--- config.mk ---
export PLATFORM = sky130hd
export DESIGN_NAME = chan_cal_seq
export DESIGN_NICKNAME = d
export VERILOG_FILES = /design/src/rtl/chan_cal_pkg.sv /design/src/rtl/cal_accum.sv /design/src/rtl/cal_div.sv /design/src/rtl/chan_cal_seq.sv
export SDC_FILE = /design/constraint.sdc
export NUM_CORES = 1
export LEC_CHECK = 0
export BUFFER_PORTS_ARGS = -buffer_cell sky130_fd_sc_hd__buf_4
export CAP_MARGIN = 20
export CORE_UTILIZATION = 55
export DETAILED_ROUTE_END_ITERATION = 12
export PLACE_DENSITY = 0.75
export SLEW_MARGIN = 10
export SYNTH_ARGS = -nofsm -noshare
export SYNTH_HDL_FRONTEND = slang
export SYNTH_SLANG_ARGS = --single-unit
--- constraint.sdc ---
create_clock -name clk -period 6.7 [get_ports clk]
set_clock_uncertainty 0.2 [all_clocks]
set_input_delay 1.34 -clock clk [delete_from_list [all_inputs] [get_ports clk]]
set_output_delay 1.34 -clock clk [all_outputs]
set_load 0.02 [all_outputs]
--- src/rtl/chan_cal_pkg.sv ---
package chan_cal_pkg;

    typedef enum logic [1:0] {
        CMD_DC_OFF  = 2'b00,
        CMD_AC_OFF  = 2'b01,
        CMD_DC_GAIN = 2'b10,
        CMD_AC_GAIN = 2'b11
    } cal_cmd_e;

    typedef enum logic [2:0] {
        ST_IDLE,
        ST_ARM,
        ST_ACCUM,
        ST_CAPT,
        ST_EVAL,
        ST_DIV
    } cal_state_e;

endpackage

--- src/rtl/cal_accum.sv ---
module cal_accum #(
    parameter int SW    = 16,
    parameter int LOG2N = 4
) (
    input  logic                         clk,
    input  logic                         rst_n,
    input  logic                         clr,
    input  logic                         en,
    input  logic signed [SW-1:0]         smp,
    output logic signed [SW+LOG2N-1:0]   sum,
    output logic                         last
);
    localparam int AW = SW + LOG2N;

    logic [LOG2N-1:0] cnt;

    // The N-th accepted sample of the window
    assign last = en && (cnt == {LOG2N{1'b1}});

    always_ff @(posedge clk) begin
        if (!rst_n || clr) begin
            sum <= '0;
            cnt <= '0;
        end else if (en) begin
            sum <= sum + AW'(smp);
            cnt <= cnt + 1'b1;
        end
    end
endmodule

--- src/rtl/cal_div.sv ---
module cal_div #(
    parameter int NW = 30,
    parameter int DW = 16
) (
    input  logic          clk,
    input  logic          rst_n,
    input  logic          go,
    input  logic [NW-1:0] num,
    input  logic [DW-1:0] den,
    output logic [NW-1:0] quo,
    output logic          vld
);
    localparam int CW = $clog2(NW + 1);

    logic [DW-1:0] rem;
    logic [DW-1:0] den_q;
    logic [CW-1:0] cnt;
    logic [DW:0]   trial;
    logic [DW:0]   diff;
    logic          fits;

    assign trial = {rem, quo[NW-1]};
    assign diff  = trial - {1'b0, den_q};
    assign fits  = trial >= {1'b0, den_q};

    always_ff @(posedge clk) begin
        if (!rst_n) begin
            rem   <= '0;
            den_q <= '0;
            quo   <= '0;
            cnt   <= '0;
            vld   <= 1'b0;
        end else begin
            vld <= 1'b0;
            if (go) begin
                rem   <= '0;
                den_q <= den;
                quo   <= num;
                cnt   <= CW'(NW);
            end else if (cnt != '0) begin
                rem <= fits ? diff[DW-1:0] : trial[DW-1:0];
                quo <= {quo[NW-2:0], fits};
                cnt <= cnt - 1'b1;
                if (cnt == CW'(1)) vld <= 1'b1;
            end
        end
    end
endmodule

--- src/rtl/chan_cal_seq.sv ---
module chan_cal_seq
    import chan_cal_pkg::*;
#(
    parameter int SW    = 16,
    parameter int LOG2N = 4,
    parameter int GW    = 16,
    parameter int GF    = 14
) (
    input  logic                   clk,
    input  logic                   rst_n,
    input  logic                   start,
    input  logic [1:0]             cmd,
    input  logic                   smp_vld,
    input  logic signed [SW-1:0]   smp,
    input  logic                   cyc_end,
    input  logic [SW-1:0]          rms,
    output logic signed [SW-1:0]   dc_off,
    output logic [2*SW-1:0]        ac_off,
    output logic [GW-1:0]          gain,
    output logic                   busy,
    output logic                   done,
    output logic                   err
);
    localparam int AW = SW + LOG2N;
    localparam int NW = GF + SW;
    localparam logic [GW-1:0] GAIN_ONE = GW'(1) << GF;
    localparam logic [NW-1:0] NUM_DC   = NW'(1) << (NW - 1);
    localparam logic [63:0]   NUM_AC64 = ((64'd6 << (NW - 1)) + 64'd5) / 64'd10;
    localparam logic [NW-1:0] NUM_AC   = NW'(NUM_AC64);
    localparam logic signed [SW-1:0] S_MIN = {1'b1, {(SW-1){1'b0}}};
    localparam logic signed [SW-1:0] S_MAX = {1'b0, {(SW-1){1'b1}}};

    cal_state_e state, nstate;
    cal_cmd_e   cmd_q;
    logic [SW-1:0] rms_q;

    logic signed [AW-1:0] acc_sum;
    logic                 acc_last;
    logic                 acc_clr, acc_en;

    logic signed [SW-1:0] mean_s;
    logic signed [SW-1:0] neg_mean;
    logic [SW-1:0]        den;
    logic                 den_ok;
    logic                 is_gain;
    logic                 div_go;
    logic [NW-1:0]        div_num;
    logic [NW-1:0]        div_quo;
    logic                 div_vld;
    logic                 quo_ovf;

    assign busy     = (state != ST_IDLE);
    assign acc_clr  = (state == ST_ARM);
    assign acc_en   = smp_vld && (state == ST_ACCUM);

    cal_accum #(.SW(SW), .LOG2N(LOG2N)) u_accum (
        .clk  (clk),
        .rst_n(rst_n),
        .clr  (acc_clr),
        .en   (acc_en),
        .smp  (smp),
        .sum  (acc_sum),
        .last (acc_last)
    );

    // Mean over the window (floor), and its saturated negation
    assign mean_s   = SW'(acc_sum >>> LOG2N);
    assign neg_mean = (mean_s == S_MIN) ? S_MAX : -mean_s;

    // Divisor and its validity for the gain commands
    assign is_gain = (cmd_q == CMD_DC_GAIN) || (cmd_q == CMD_AC_GAIN);
    always_comb begin
        if (cmd_q == CMD_DC_GAIN) begin
            den     = mean_s;
            den_ok  = (mean_s > 0);
            div_num = NUM_DC;
        end else begin
            den     = rms_q;
            den_ok  = (rms_q != '0);
            div_num = NUM_AC;
        end
    end

    assign div_go = (state == ST_EVAL) && is_gain && den_ok;

    cal_div #(.NW(NW), .DW(SW)) u_div (
        .clk  (clk),
        .rst_n(rst_n),
        .go   (div_go),
        .num  (div_num),
        .den  (den),
        .quo  (div_quo),
        .vld  (div_vld)
    );

    assign quo_ovf = (div_quo >> GW) != '0;

    // State register
    always_ff @(posedge clk) begin
        if (!rst_n) state <= ST_IDLE;
        else        state <= nstate;
    end

    // Transitions
    always_comb begin
        nstate = state;
        unique case (state)
            ST_IDLE:  if (start)    nstate = ST_ARM;
            ST_ARM:   if (cyc_end)  nstate = cmd_q[0] ? ST_CAPT : ST_ACCUM;
            ST_ACCUM: if (acc_last) nstate = ST_EVAL;
            ST_CAPT:  if (cyc_end)  nstate = ST_EVAL;
            ST_EVAL:  nstate = div_go ? ST_DIV : ST_IDLE;
            ST_DIV:   if (div_vld)  nstate = ST_IDLE;
            default:  nstate = ST_IDLE;
        endcase
    end

    // Registers and flags
    always_ff @(posedge clk) begin
        if (!rst_n) begin
            dc_off <= '0;
            ac_off <= '0;
            gain   <= GAIN_ONE;
            done   <= 1'b0;
            err    <= 1'b0;
            cmd_q  <= CMD_DC_OFF;
            rms_q  <= '0;
        end else begin
            done <= 1'b0;
            unique case (state)
                ST_IDLE: begin
                    if (start) begin
                        cmd_q <= cal_cmd_e'(cmd);
                        err   <= 1'b0;
                        // raw-channel view for offset commands
                        if (cal_cmd_e'(cmd) == CMD_DC_OFF) begin
                            dc_off <= '0;
                            ac_off <= '0;
                            gain   <= GAIN_ONE;
                        end else if (cal_cmd_e'(cmd) == CMD_AC_OFF) begin
                            ac_off <= '0;
                            gain   <= GAIN_ONE;
                        end
                    end
                end
                ST_CAPT: if (cyc_end) rms_q <= rms;
                ST_EVAL: begin
                    unique case (cmd_q)
                        CMD_DC_OFF: begin
                            dc_off <= neg_mean;
                            done   <= 1'b1;
                        end
                        CMD_AC_OFF: begin
                            ac_off <= (2*SW)'(rms_q) * (2*SW)'(rms_q);
                            done   <= 1'b1;
                        end
                        default: if (!den_ok) err <= 1'b1;
                    endcase
                end
                ST_DIV: begin
                    if (div_vld) begin
                        if (quo_ovf) begin
                            err <= 1'b1;
                        end else begin
                            gain <= div_quo[GW-1:0];
                            done <= 1'b1;
                        end
                    end
                end
                default: ;
            endcase
        end
    end
endmodule

==> metrics.md <==
| Metric | Value |
|---|---|
| Slew at the pin closest to its max-slew limit | `1080 ps` |
| Pins over their slew limit | `0` |
| Full die area | `0.0313 mm²` |
| NumNets Final | `2396` |
| Die W | `177 µm` |
| Rows | `63` |
| Setup ws final | `332 ps` |
| Share of cells above drive strength 1 | `0.105` |
| CP Launch Type | `flop` |
| CTS Sinks | `178` |
| Status | `finished, final reports clean` |
| Hold Vio Cnt, Final | `0` |
| Mean Syn Cell Area | `8.41 µm²` |
| Routed len/inst | `17.6 µm` |
| GPL Wtd Cong | `0.944` |
| Htree depth | `4` |
| Total gr overflow | `0` |
| First-pass GRT wire length | `71.3 mm` |
| Hold crit path type | `reg -> reg` |
| Post-synthesis xor/xnor area fraction | `0.0380` |
| Avg Vias per Cell | `5.60` |
| CTS Buf Count | `17` |
| Hold-fix buffers, CTS | `0` |
| Clk pin slew, worst setup/hold paths | `70 ps` |
| IO Port Bufs | `104` |
| Maximum VDD drop | `0.205 mV` |
| Gate Count Post-Synth | `2002` |
| Main flop type after synthesis | `dfxtp_1` |
| Hold WS | `255 ps` |
| Setup_tns | `0 ps` |
| Overall routing resource usage | `0.289` |
| Post-Synth Simple-Gate Area | `0.175` |
| Clock period minus worst slack | `6370 ps` |
| F_max | `0.157 GHz` |
| Sequential element share of the synthesized area | `0.212` |
| DR pass1 iterations | `5` |
| Drt total wl | `43.2 mm` |
| RSZ-0062 raised after global routing | `false` |
| Antenna Cells | `0` |
| CTS tree | `done` |
| Synthesized net count | `2347` |
| CTS Root Cell | `clkbuf_16` |
| CP max FO | `11` |
| ANT nets after route | `0` |
| Max Buffers Root-to-Sink | `2` |
| Pwr/cell area | `191 mW/mm²` |
| Top cell type's share of synthesized area | `0.212` |
| Max Cap Viol | `0` |
| Top cells by area, synth | `dfxtp_1 21%, fa_1 20%, ha_1 10%, inv_1 6.5%, nand2_1 6.5%` |
| Ports | `106` |
| Finish-stage setup viols | `0` |
| Maximum number of pins on one net before global-route repair | `59` |
| Synth cell count leaders | `293 x inv_1, 291 x nand2_1, 178 x dfxtp_1, 166 x fa_1, 140 x ha_1` |
| Crit Path Class | `reg -> reg` |
| Initial Util | `0.564` |
| Post-synthesis mux area share | `0.0181` |
| Vias | `13.7k` |
| Worst skew pair latency | `460 ps` |
| Core area | `0.0299 mm²` |
| Most common cell in the netlist | `inv_1` |
| Number of DRC markers in iteration 0 | `952` |
| Yosys cell types | `86` |
| # fillers | `2611` |
| Post-synth EDFFs | `0` |
| Yosys warns | `0` |
| CP endpoint kind | `flop` |
| DRC Markers | `0` |
| Ys async rst share | `0` |
| Worst path required time | `6820 ps` |
| Vias in the first global route | `13.9k` |
| Synth-to-layout area growth | `9.79%` |
| Synthesized area | `0.0168 mm²` |
| Antenna violations before repair | `0` |
| Register bit total from synthesis | `178` |
| DP Worst Slack | `159 ps` |
| Die H | `177 µm` |
| Adder-Cell Fraction of Synth Area | `0.301` |
| DPL Wire Length | `34.2 mm` |
| LEAKAGE | `9.12 nW` |
| Period utilisation layout | `0.950` |
| Critical Path AT | `6490 ps` |
| Relative slew slack | `0.276` |
| Post-synthesis compound-gate area fraction | `0.162` |
| Post-synth top area cell | `dfxtp_1` |
| Main combinational cell family by area after synthesis | `adder cells` |
==> worst max-delay path, stage by stage, from the launching register on <==
cell and delay, ps:
dfxtp_1 470, buf_4 250, and2_1 210, fa_1 440
fa_1 520, fa_1 520, fa_1 530, fa_1 540
inv_1 60, fa_1 540, inv_1 50, ha_1 370
nand2_1 140, o21ai_0 120, o21bai_1 180, a221oi_1 310
o31ai_2 160, a221oi_2 380, xor2_1 170, o21ai_1 60
==> power breakdown <==
part	internal, mW	total, mW	leakage (nW)	switching [mW]
clock	0.546	1.02	0.297	0.472
combinational	0.512	1.30	7.38	0.786
sequential	1.13	1.22	1.44	0.0920
==> registers in the layout (all words and copies together), names as in the netlist, 2 cells and up <==
signal	cells
u_div.rem	16
gain	16
dc_off	16
u_div.quo	30
rms_q	16
u_accum.sum	20
u_accum.cnt	4
state	3
u_div.den_q	16
cmd_q	2
u_div.cnt	5
ac_off	31
==> routing by layer <==
layer / track usage / wire (µm)
met5: 0 / 0
met4: 0.0970 / 1160
met3: 0.0436 / 2150
met2: 0.496 / 21100
met1: 0.371 / 18800
==> stage by stage <==
| stage | area, µm² | utilization | power [mW] | instances |
|---|---|---|---|---|
| floorplan | 16800 | - | 2.25 | 2002 |
| global placement | 17900 | 0.598 | 2.49 | 2420 |
| detailed placement | 17900 | 0.598 | 2.52 | 2421 |
| CTS | 18500 | 0.618 | 3.54 | 2453 |
| global route | 18500 | 0.619 | 3.75 | 2454 |
| finish | 18500 | 0.619 | 3.54 | 2454 |
==> area by class of cell <==
type                    instances  area [µm²]  share of cell area
clock buffers                  19         453              0.0245
multi-input cells            1426       11700               0.634
flip-flops and latches        178        3570               0.193
repair buffers                135        1010              0.0548
well taps                     390         488              0.0264
inverters                     293        1100              0.0595
clock inverters                13         143             0.00772
==> worst paths after layout <==
check / from / to / slack [ps] / cells after the start
worst max register to register: rms_q[14] / ac_off[27] / 330 / 19
worst min-delay path: ac_off[25] / ac_off[25] / 250 / 2
worst min register to register: ac_off[25] / ac_off[25] / 250 / 2
worst max-delay path: rms_q[14] / ac_off[27] / 330 / 19
==> cells by family after synthesis <==
group,Yosys count
AOI/OAI and AO/OA,399
xor gates and xnor gates,73
adders and majority gates,306
buffers and inverters,398
DFF,178
muxes,30
other,1
and+or+nand+nor,617
==> cell usage in the layout (no fill, tap or decap), drive strengths merged, types with 12 or more instances in the layout <==
cell type	instances
ha	140
fa	166
mux2i	26
o211ai	19
and2	54
a31oi	18
o211a	17
a21oi	90
nor3	24
and3	14
buf	135
clkbuf	19
nand2	294
xnor2	46
nand4	13
xor2	27
a22oi	16
nor2	87
dfxtp	178
inv	299
nand3	45
a211oi	17
a21o	33
nor2b	31
nor4	12
o21ai	68
a21boi	56
==> repair_timing <==
action,4_1_cts,5_1_grt
hold endpoints to repair,0,0
setup endpoints to repair,0,6
setup buffers,0,0
resized for setup,0,7
No activity file was read; power rests on OpenSTA's default activity.
